### config.mk
export PLATFORM = sky130hd
export DESIGN_NAME = mnclk_gen
export DESIGN_NICKNAME = d
export VERILOG_FILES = /design/src/rtl/mnclk_pkg.sv /design/src/rtl/mnclk_ctrl.sv /design/src/rtl/mnclk_datapath.sv /design/src/rtl/mnclk_gen.sv
export SDC_FILE = /design/constraint.sdc
export NUM_CORES = 1
export LEC_CHECK = 0
export ABC_AREA = 1
export BUFFER_PORTS_ARGS = -buffer_cell sky130_fd_sc_hd__buf_2
export CAP_MARGIN = 20
export CELL_PAD_IN_SITES_DETAIL_PLACEMENT = 2
export CELL_PAD_IN_SITES_GLOBAL_PLACEMENT = 2
export CORE_ASPECT_RATIO = 0.8
export CORE_UTILIZATION = 32
export DETAILED_ROUTE_END_ITERATION = 16
export PLACE_DENSITY_LB_ADDON = 0.1
export SYNTH_ARGS = -nofsm -noshare
export SYNTH_HDL_FRONTEND = slang
export SYNTH_HIERARCHICAL = 1
export SYNTH_SLANG_ARGS = --single-unit
### constraint.sdc
create_clock -name clk -period 5.7 [get_ports clk]
set_input_delay 0.285 -clock clk [delete_from_list [all_inputs] [get_ports clk]]
set_output_delay 0.285 -clock clk [all_outputs]
set_load 0.05 [all_outputs]
### src/rtl/mnclk_pkg.sv
package mnclk_pkg;
  // Strobes from the control half to the accumulator datapath
  typedef struct packed {
    logic run;      // enable bit as stored
    logic tick;     // selected source tick this cycle
    logic load;     // take the offered ratio into the active copy
    logic restart;  // on a wrap, clear the accumulator instead of keeping the remainder
  } dpStrobe_t;
endpackage

### src/rtl/mnclk_ctrl.sv
module mnclk_ctrl
  import mnclk_pkg::*;
#(
  parameter int M_W   = 9,
  parameter int N_W   = 20,
  parameter int N_SRC = 4,
  localparam int SEL_W = (N_SRC > 1) ? $clog2(N_SRC) : 1,
  localparam int REG_W = SEL_W + 1 + M_W + N_W
) (
  input  logic             clk,
  input  logic             rstN,
  input  logic             wrEn,
  input  logic [REG_W-1:0] wrData,
  input  logic [N_SRC-1:0] srcTick,
  input  logic             wrapNow,
  output dpStrobe_t        stb,
  output logic [M_W-1:0]   ratioM,
  output logic [N_W-1:0]   ratioN,
  output logic [REG_W-1:0] rdData,
  output logic             cfgErr
);
  localparam int EN_BIT = M_W + N_W;
  localparam int PAD_W  = N_W - M_W;

  logic [SEL_W-1:0] selQ;
  logic             enQ;
  logic [M_W-1:0]   mQ, mD;
  logic [N_W-1:0]   nQ, nD;
  logic             pendQ, errQ;
  logic [M_W-1:0]   wM;
  logic [N_W-1:0]   wN;
  logic [N_W:0]     twoM;
  logic             legal, validWr;

  always_comb begin
    wM      = wrData[N_W +: M_W];
    wN      = wrData[N_W-1:0];
    twoM    = {{PAD_W{1'b0}}, wM, 1'b0};
    legal   = (wM != '0) && (wN >= N_W'(2)) && ({1'b0, wN} >= twoM);
    validWr = wrEn && legal;
    mD      = validWr ? wM : mQ;
    nD      = validWr ? wN : nQ;
  end

  // Shadow values that will be stored after this edge are what the datapath may load
  assign ratioM = mD;
  assign ratioN = nD;

  always_comb begin
    stb.run     = enQ;
    stb.tick    = srcTick[selQ];
    stb.restart = pendQ || (validWr && enQ);
    stb.load    = !enQ || (wrapNow && stb.restart);
  end

  always_ff @(posedge clk) begin
    if (!rstN) begin
      selQ  <= '0;
      enQ   <= 1'b0;
      mQ    <= M_W'(1);
      nQ    <= N_W'(2);
      pendQ <= 1'b0;
      errQ  <= 1'b0;
    end else begin
      if (wrEn) begin
        selQ <= wrData[REG_W-1 -: SEL_W];
        enQ  <= wrData[EN_BIT];
        if (!legal) errQ <= 1'b1;
      end
      mQ    <= mD;
      nQ    <= nD;
      pendQ <= enQ && (pendQ || validWr) && !wrapNow;
    end
  end

  assign rdData = {selQ, enQ, mQ, nQ};
  assign cfgErr = errQ;
endmodule

### src/rtl/mnclk_datapath.sv
module mnclk_datapath
  import mnclk_pkg::*;
#(
  parameter int M_W = 9,
  parameter int N_W = 20,
  localparam int ACC_W = N_W + 1
) (
  input  logic           clk,
  input  logic           rstN,
  input  dpStrobe_t      stb,
  input  logic [M_W-1:0] ratioM,
  input  logic [N_W-1:0] ratioN,
  output logic           wrapNow,
  output logic           tickOut,
  output logic           clkOut
);
  logic [M_W-1:0]   actM;
  logic [N_W-1:0]   actN;
  logic [ACC_W-1:0] acc, sum;

  always_comb begin
    sum     = acc + ACC_W'(actM);
    wrapNow = stb.run && stb.tick && (sum >= ACC_W'(actN));
  end

  always_ff @(posedge clk) begin
    if (!rstN) begin
      actM <= M_W'(1);
      actN <= N_W'(2);
    end else if (stb.load) begin
      actM <= ratioM;
      actN <= ratioN;
    end
  end

  always_ff @(posedge clk) begin
    if (!rstN || !stb.run) begin
      acc     <= '0;
      tickOut <= 1'b0;
      clkOut  <= 1'b0;
    end else if (stb.tick) begin
      if (wrapNow) begin
        acc    <= stb.restart ? '0 : sum - ACC_W'(actN);
        clkOut <= !clkOut;
      end else begin
        acc <= sum;
      end
      tickOut <= wrapNow;
    end else begin
      tickOut <= 1'b0;
    end
  end
endmodule

### src/rtl/mnclk_gen.sv
module mnclk_gen
  import mnclk_pkg::*;
#(
  parameter int M_W   = 9,
  parameter int N_W   = 20,
  parameter int N_SRC = 4,
  localparam int SEL_W = (N_SRC > 1) ? $clog2(N_SRC) : 1,
  localparam int REG_W = SEL_W + 1 + M_W + N_W
) (
  input  logic             clk,
  input  logic             rstN,
  input  logic             wrEn,
  input  logic [REG_W-1:0] wrData,
  output logic [REG_W-1:0] rdData,
  input  logic [N_SRC-1:0] srcTick,
  output logic             tickOut,
  output logic             clkOut,
  output logic             cfgErr
);
  dpStrobe_t      stb;
  logic [M_W-1:0] ratioM;
  logic [N_W-1:0] ratioN;
  logic           wrapNow;

  mnclk_ctrl #(.M_W(M_W), .N_W(N_W), .N_SRC(N_SRC)) u_ctrl (
    .clk(clk), .rstN(rstN), .wrEn(wrEn), .wrData(wrData), .srcTick(srcTick),
    .wrapNow(wrapNow), .stb(stb), .ratioM(ratioM), .ratioN(ratioN),
    .rdData(rdData), .cfgErr(cfgErr)
  );

  mnclk_datapath #(.M_W(M_W), .N_W(N_W)) u_dp (
    .clk(clk), .rstN(rstN), .stb(stb), .ratioM(ratioM), .ratioN(ratioN),
    .wrapNow(wrapNow), .tickOut(tickOut), .clkOut(clkOut)
  );
endmodule

## Word-level counts from Yosys, hierarchy flattened

Cells that the tools add are included.

- Add/sub/neg operators: 2
- $lt $le $gt $ge: 4
- Mux-type cells: 6
- Bitwise logic cells: 2
- Reductions and logical operators: 21

Operator list:

| kind | count |
|---|---|
| $mux 21 | 2 |
| $add 21x9->21 | 1 |
| $ge 21x20->1 | 1 |
| $sub 21x20->21 | 1 |
| $ge 20x10->1 | 1 |
| $ge 20x2->1 const B | 1 |
| $mux 20 | 1 |
| $logic_and 1x1->1 | 9 |
| $mux 9 | 1 |
| $reduce_bool 9->1 | 1 |
| $logic_not 1->1 | 4 |
| $logic_or 1x1->1 | 4 |
| $reduce_and 2->1 | 2 |
| $lt 2x3->1 const B | 1 |
| $bmux 1 s2 | 1 |
| $not 1->1 | 2 |
| $reduce_or 2->1 | 1 |
| $mux 1 | 1 |

- Flip-flop bits (word level): 86
- Input bits: 39
- Output and inout bits: 35
- Word-level logic and storage cells: 46

## Depth between registers and ports, before layout

Gate-level depths: netlist of run 1.

- Word-level depth: 8
- Mapped depth: 30
- Gate-level depth less buffers: 28

## By module

Netlist of run 1, hierarchy kept.

By module, submodules not included:

| module | instances | cells an instance | area an instance (um2) |
|---|---|---|---|
| mnclk_datapath | 1 | 688 | 4,265.3 |
| mnclk_ctrl | 1 | 341 | 2,072.0 |

## Worst setup path after synthesis of run 1

No wires, ideal clock.

- Kind: register to register
- Start point: reg u_dp.actM[0]
- End point: reg u_dp.actM[1]
- Data arrival time: 3.934 ns
- Required time: 5.630 ns
- Slack: 1.696 ns
- Stages on the path, launching flop included: 30
- Cell sequence: dfxtp_1 ha_1 inv_1 fa_1 o21ai_2 nand2_2 nand3_4 nand3_1 nor2_1 nand2_1 xor2_1 inv_1 ha_1 nand2_1 inv_1 nand2_1 nand2_1 a21oi_1 nand3_2 nand2_2 nand3_4 nand2_4 inv_2 nand2_1 nand2_1 inv_1 clkbuf_1 clkbuf_1 o21ai_0 a21oi_1

RTL lines:

| what | line | source |
|---|---|---|
| start: declaration | mnclk_datapath.sv:17 | `logic [M_W-1:0] actM;` |
| start signal: assignment | mnclk_datapath.sv:31 | `actM <= ratioM;` |

==> results of run 1 <==
final cells by class:
| type | instances | area share |
|---|---|---|
| multi-input combinational | 714 | 0.513 |
| sequential | 86 | 0.239 |
| inverter | 190 | 0.0990 |
| timing repair buffer | 79 | 0.0615 |
| tap | 258 | 0.0448 |
| clock buffer | 10 | 0.0332 |
| clock inverter | 6 | 0.00938 |
layout by cell type (no fill, tap or decap), types with 2 or more instances in the layout:
| cell | n |
|---|---|
| nand2_1 | 265 |
| inv_1 | 185 |
| nor2_1 | 108 |
| dfxtp_1 | 86 |
| buf_2 | 73 |
| a21oi_1 | 73 |
| nand3_1 | 69 |
| o21ai_0 | 49 |
| nand4_1 | 39 |
| ha_1 | 38 |
| nand3b_1 | 10 |
| xor2_1 | 10 |
| clkbuf_16 | 9 |
| or2_2 | 8 |
| xnor2_1 | 7 |
| nand2_2 | 5 |
| nor3_1 | 4 |
| buf_4 | 4 |
| o21bai_1 | 4 |
| inv_2 | 3 |
| nand3_4 | 3 |
| nand3_2 | 3 |
| clkinvlp_4 | 2 |
| inv_6 | 2 |
| o211ai_2 | 2 |
| nor2_2 | 2 |
| clkinv_1 | 2 |
| fa_1 | 2 |
metal layers:
layer / up-vias / track usage / wire length (um) / part of all wire
met2: 70 / 0.389 / 10500 / 0.44
met1: 3200 / 0.348 / 12600 / 0.53
met3: 12 / 0.0333 / 580 / 0.024
met5: - / 0 / 0 / 0
li1: 3335 / - / - / -
met4: 0 / 0.0430 / 206 / 0.0086
flip-flops by register name, indices dropped and copies added (netlist names):
register       cells
u_ctrl/enQ         1
u_ctrl/pendQ       1
u_dp/tickOut       1
u_dp/acc          21
u_dp/actM          9
u_ctrl/nQ         20
u_ctrl/mQ          9
u_dp/actN         20
u_dp/clkOut        1
u_ctrl/cfgErr      1
u_ctrl/selQ        2
worst max-delay path, delay by kind of cell, from the launching register on:
kind            cells  cell delay (ns)
simple gates       14             1.76
fa+ha+maj           3             0.96
compound gates      4             0.73
buf+inv             6             0.69
flops               1             0.35
xor+xnor            1             0.19
power by group:
part           switching, W  total (W)  internal, W
combinational      0.000398   0.000558     0.000160
sequential        0.0000188   0.000656     0.000637
clock              0.000267   0.000621     0.000354
kinds of logic after synthesis:
group / count (synthesis) / synth area share
simple gates: 520 / 0.362
compound gates: 137 / 0.116
xor+xnor: 17 / 0.0235
fa+ha+maj: 40 / 0.0813
buf+inv: 229 / 0.146
flops: 86 / 0.272
stage by stage:
step	area (um^2)	hold WS, ns	total power [W]
6_report	7200	0.180	0.00184
5_1_grt	7200	0.189	0.00195
4_1_cts	7170	0.177	0.00185
3_5_place_dp	6870	0.465	0.00122
3_3_place_gp	6870	0.454	0.00120
2_1_floorplan	6340	0.370	0.00104
worst paths after layout:
check	endpoint	slack [ns]
setup / recovery	u_dp/actN[17]	0.92
hold / removal	u_ctrl/enQ	0.18
setup reg to reg	u_dp/actN[17]	0.92
hold reg to reg	u_dp/acc[6]	0.47
==> impl_results.md, run 1 <==
- DR vias: 6,617
- Vias in the first global route: between 7,000 and 8,000
- Post-synth ARST share: 0
- Unique masters post-synth: slightly above 40
- Crit share post-route: 0.838
- Register area: about 1700 um^2
- Total Wirelength: approximately 24,000 um
- Hold Path Class: input port to flop
- 1st-iter DRT viols: around 340
- Hold_buf cts: 0
- CTS tree: done
- Total core area: 19,200 um^2
- # resized after CTS: 0
- Most used cell, CP: nand2_1
- Top cells by area, synth: dfxtp_1 27%, nand2_1 16%, inv_1 11%, ha_1 7.5%, nor2_1 6.4%
- GRT Residual Overflow: 0
- Initial antenna violation count: 0
- Most common cell in the synthesized netlist: nand2_1
- CTS Buf Count: 9
- Hold path startpoint: wrData[29]
- Root Driver: clkbuf_16
- Worst-margin pin slew: 0.760 ns
- Leading area contributor after synthesis: dfxtp_1
- Maxcap violations: 0
- Worst Setup SP: u_dp/actM[0]
- Drt drc: 0
- H-tree depth: 3
- Synth top area share: 0.272
- Clk_skew: roughly 0.0055 ns
- Dpl hpwl: ~19,000 um
- Via density per instance: about 5
- Gpl congestion: just over 0.8
- Fin crit period: ~4.8 ns
- GRT Overall Usage: 0.242
- Crit path max fanout: between 40 and 50
- Setup WS post-layout: roughly 0.9 ns
- F_max: roughly 210 MHz
- Cells after Synth: roughly 1,000
- Worst R2R Start: u_dp/actM[0]
- Max stage delay on crit path: between 0.4 and 0.5 ns
- Die width: around 160 um
- Post-synth top cells: 265 x nand2_1, 185 x inv_1, 108 x nor2_1
- Final cell count without fillers: about 1,300
- Slowest stage cell, crit path: fa_1
- Flops & latches, synth: 86
- Average cell area after synthesis: a little over 6 um^2
- Mapped Nets: around 1,100
- Setup bufs post-CTS: 0
- Layout Utilization: 0.375
- Synth Flop Type: dfxtp_1
- Initial Util: 0.330
- Sequential area share after synthesis: 0.272
- WP data required: around 6.0 ns
- CP Class: flop to flop
- Mapped Area: between 6000 and 7000 um^2
- Drt wl/cell: approximately 18 um
- Register-to-Register Path Depth: 28
- CP Capture Type: flop
- Crit path DAT: slightly above 5 ns
- Filler cells: between 2,000 and 2,500
- Final Max Tran Viols: 0
- Run status: finished, final reports clean
- Layout cells sized above 1: 0.115
- Worst slew margin: 0.493
- Antenna diodes: 0
- Worst-path clk slew: about 0.07 ns
- Port-buffer cells: 73
- Lkg Pwr: 3.93 nW
- Unrepaired setup endpoints after global routing: no
- Warnings, synthesis: 6
- Dpl cells: between 1,000 and 1,500
- Setup TNS: 0 ns
- Hold path cells: 3
- Post-synth EDFFs: 0
- PwrDens: 255 nW/um^2
- CTS sink cnt: 86
- Layout net count: 1,159
- Clock latency on the worst-skew pair: between 0.3 and 0.4 ns
- Largest net degree at the start of global routing: 48
- Largest vdd supply drop: roughly 140 uV
- I/O Pins: 74
- Final hold vios: 0
- Die Span Y: ~130 um
- Worst Setup Start Kind: flop
- Area Overhead vs Synth: 13.6%
- Multi-input gate area: about 3700 um^2
- Setup violations, final: 0
- First-pass DRT Iterations: 4
- Site Rows: 45
- Setup WS pre-CTS: about 0.98 ns
- Max Root-Sink Buffers: 2
- Die area: between 20,000 and 25,000 um^2
- ANT nets after route: 0
- First-pass GRT wire length: between 30,000 and 40,000 um
(Power assumes the default switching activity.)
==> inputs of run 2 (changes only) <==
Settings changed: ABC_AREA 1 to 0.
Clock period 5.7 ns to 4.3 ns, I/O delays scaled along.
==> run 2 against run 1 <==
The flow now finishes with violations (setup timing). Synthesized cell count shrank 33%. Wire length down 5.4%. Critical path depth down 7. Sequential power up 33%. Clock power increased by 42%. Non-clock buffer count rose by 85. Sequential share of layout area decreased by 1.6 points. Combinational power grew 52%. Maximum frequency increased by 8.9%. Via count shrank 15%. Critical endpoint is now u_dp/actN[3].
==> impl_results.md, run 2 <==
- Run status: finished with violations
- Violated checks: setup timing
- Final Max Tran Viols: 0 (unchanged)
- Layout net count: 902 (-22%)
- Drt drc: 0 (unchanged)
- Leading area contributor after synthesis: dfxtp_1
- Vias in the first global route: 6,064 (-14%)
- Comb power frac: 0.325 (+0.021)
- Gpl congestion: 0.885 (+6.8%)
- DR vias: 5,608 (-15%)
- Crit path DAT: 4.63 ns (-0.41 ns)
- Unique masters post-synth: 64 (+56%)
- Cells after Synth: 686 (-33%)
- Layout Utilization: 0.428 (+0.0532)
- First-pass DRT Iterations: 4 (unchanged)
- Filler cells: 1,984 (-19%)
- Setup violations, final: 27 (+27)
- Setup WS pre-CTS: -0.501 ns (-1.48 ns)
- Antenna diodes: 0 (unchanged)
- Site Rows: 44 (-2.2%)
- Final cell count without fillers: 1,057 (-21%)
- Largest vdd supply drop: 188 uV (+39%)
- Crit path max fanout: 8 (-83%)
- Max Root-Sink Buffers: 2 (unchanged)
- P_sw: 0.000899 W (+31%)
- CP Capture Type: flop
- Unrepaired setup endpoints after global routing: yes
- Post-route design area: 7760 um^2 (+7.7%)
- GRT Overall Usage: 0.238 (-0.00395)
- Mapped Area: 5900 um^2 (-6.9%)
- Final hold vios: 0 (unchanged)
- Dpl cells: 1,019 (-23%)
- WP data required: 4.54 ns (-1.43 ns)
- Warnings, synthesis: 6 (unchanged)
- Die area: 19,000 um^2 (-6.8%)
- Area Overhead vs Synth: 31.5%
- Clk pwr share: 0.340 (+0.002)
- Dpl hpwl: 16,700 um (-14%)
- Via density per instance: 5.31 (+7.7%)
- Total Wirelength: 22,600 um (-5.4%)
- Sequential fraction of design power: 0.335 (-0.022)
- Flip-flop count of the largest register after layout: 21 (unchanged)
- Largest Register: u_dp/acc
- First-pass GRT wire length: 34,000 um (-11%)
- Most used cells in the layout excluding fill and tap cells: 86 x nand2_1, 81 x buf_4, 81 x dfxtp_1, 73 x buf_2, 56 x mux2i_1
- Average cell area after synthesis: 8.60 um^2 (+40%)
- Flops & latches, synth: 86 (unchanged)
- Largest net degree at the start of global routing: 94 (+96%)
- H-tree depth: 3 (unchanged)
- Int Pwr: 0.00170 W (+48%)
- Root Driver: clkbuf_16
- Sw frac: 0.346 (-0.0269)
- Commonest non-fill, non-tap cell in the layout: nand2_1
- Setup WS post-layout: -0.0861 ns (-1.01 ns)
- CTS sink cnt: 86 (unchanged)
- ANT nets after route: 0 (unchanged)
- Top cells by area, synth: dfxtp_1 29%, mux2i_1 10%, ha_1 8.1%, nand2_1 5.6%, mux2_2 5.5%
- Worst slew margin: 0.408 (-0.0842)
- Die Span Y: 123 um (-3.5%)
- Clk_skew: 0.00662 ns (+0.00116 ns)
- Most common cell in the synthesized netlist: nand2_1
- Initial antenna violation count: 0 (unchanged)
- Lkg Pwr: 3.63 nW (-7.5%)
- I/O Pins: 74 (unchanged)
- Mapped Nets: 765 (-31%)
- Clock latency on the worst-skew pair: 0.36 ns (+0.02 ns)
- 1st-iter DRT viols: 179 (-48%)
- F_max: 228 MHz (+8.9%)
- Post-synth ARST share: 0 (unchanged)
- Cell area after placement: 6940 um^2 (+1.1%)
- GRT Residual Overflow: 0 (unchanged)
- Drt wl/cell: 21.4 um (+20%)
- Die width: 154 um (-3.5%)
- Maxcap violations: 0 (unchanged)
- Fin crit period: 4.39 ns (-0.392 ns)
- Post-synth top cells: 88 x nand2_1, 86 x dfxtp_1, 59 x mux2i_1
- Worst Setup Start Kind: flop
- Sequential area share after synthesis: 0.292 (+0.0202)
- Initial Util: 0.326 (-0.00443)
- CTS tree: done
- Worst-margin pin slew: 0.887 ns (+0.127 ns)
- Total core area: 18,100 um^2 (-5.7%)
- Port-buffer cells: 73 (unchanged)
- Top Registers: u_dp/acc: 21 flops, u_ctrl/nQ: 20 flops, u_dp/actN: 20 flops
- CTS Buf Count: 9 (unchanged)
- Layout cells sized above 1: 0.325 (+0.210)
- Post-synth EDFFs: 0 (unchanged)
- PwrDens: 335 nW/um^2 (+32%)
- Synth top area share: 0.292 (+0.0202)
- Synth Flop Type: dfxtp_1
- Hold Path Class: input port to flop
- Worst-path clk slew: 0.07 ns (about the same)
- CP Class: flop to flop
- Crit share post-route: 1.02 (+0.182)
- Hold_buf cts: 0 (unchanged)
==> run 2: cell types whose count changed in the layout (fill, tap and decap cells not counted), moves of 10 or more <==
cell | before | now
nand2_1 | 265 | 86
nand4_1 | 39 | 11
nor2b_1 | 0 | 34
nor2_1 | 108 | 20
a31oi_1 | 1 | 11
inv_1 | 185 | 43
mux2i_1 | 0 | 56
a21oi_1 | 73 | 22
mux2_2 | 0 | 29
nand3_1 | 69 | 9
buf_4 | 4 | 81
o21ai_0 | 49 | 27
==> run 2: final timing paths <==
path                startpoint             to  slack (ns)  cells after the start
hold / removal      wrData[18]  u_ctrl/nQ[18]        0.13                      3
hold reg to reg    u_dp/clkOut    u_dp/clkOut        0.47                      2
setup reg to reg  u_dp/actM[5]   u_dp/actN[3]       -0.09                     21
setup / recovery  u_dp/actM[5]   u_dp/actN[3]       -0.09                     21
==> run 2: power by group through the flow <==
| stage | registers (W) | clock network [W] | logic (W) |
|---|---|---|---|
| floorplan | 0.000943 | 0 | 0.000421 |
| global placement | 0.000888 | 0 | 0.000706 |
| detailed placement | 0.000890 | 0 | 0.000737 |
| CTS | 0.000874 | 0.000909 | 0.000787 |
| global route | 0.000878 | 0.000933 | 0.000906 |
| finish | 0.000872 | 0.000884 | 0.000846 |
==> run 2: cells by family after synthesis <==
group | after synthesis | synth area share
compound gates | 137 | 0.163
xor+xnor | 32 | 0.0488
fa+ha+maj | 40 | 0.0874
buf+inv | 83 | 0.0662
flops | 86 | 0.292
mux | 89 | 0.159
simple gates | 219 | 0.184
==> run 2: stage by stage <==
stage,total power [W],TNS [ns],hold slack [ns]
finish,0.00260,-1.31,0.126
detailed placement,0.00163,-11.03,0.467
global route,0.00272,-6.47,0.121
CTS,0.00257,0,0.113
global placement,0.00159,-5.33,0.449
floorplan,0.00136,-1.45,0.357
==> run 2: repair_timing <==
item | 4_1_cts | 5_1_grt
pin swaps | 10 | 17
gates resized for setup | 15 | 48
buffers inserted | 13 | 10
setup endpoints to repair | 41 | 47
endpoints found under the hold margin | 0 | 0
cloned | 0 | 1
==> run 2: final cells by class <==
| type | count | area (um^2) | share of cell area |
|---|---|---|---|
| Clock buffer | 9 | 225 | 0.0290 |
| Clock inverter | 6 | 95.1 | 0.0123 |
| Inverter | 45 | 169 | 0.0218 |
| Multi-Input combinational cell | 517 | 4110 | 0.529 |
| Sequential cell | 86 | 1730 | 0.223 |
| Tap cell | 230 | 288 | 0.0371 |
| Timing Repair Buffer | 164 | 1140 | 0.147 |
==> run 2: critical path, cell delays in order, from the launching register on <==
cell      delay (ns)
dfxtp_4         0.36
ha_4            0.21
a21o_1          0.17
or3_4           0.39
o221a_4         0.26
o21ai_4         0.26
nor2_4          0.06
xor2_1          0.15
ha_1            0.34
a211oi_2        0.26
o21ai_1         0.15
nand3b_1        0.26
a21oi_4         0.25
o31ai_4         0.10
o21ai_2         0.20
nor2_4          0.06
nor2b_4         0.14
a31oi_4         0.05
buf_12          0.19
buf_8           0.13
mux2i_2         0.17
nor2b_1         0.08
==> run 2: per-layer routing <==
layer  vias up  part of all wire  GRT usage
met5         -                 0          0
met4         0             0.011     0.0625
met3        20             0.025     0.0336
met2        87              0.50      0.422
met1      2808              0.46      0.305
li1       2693                 -          -
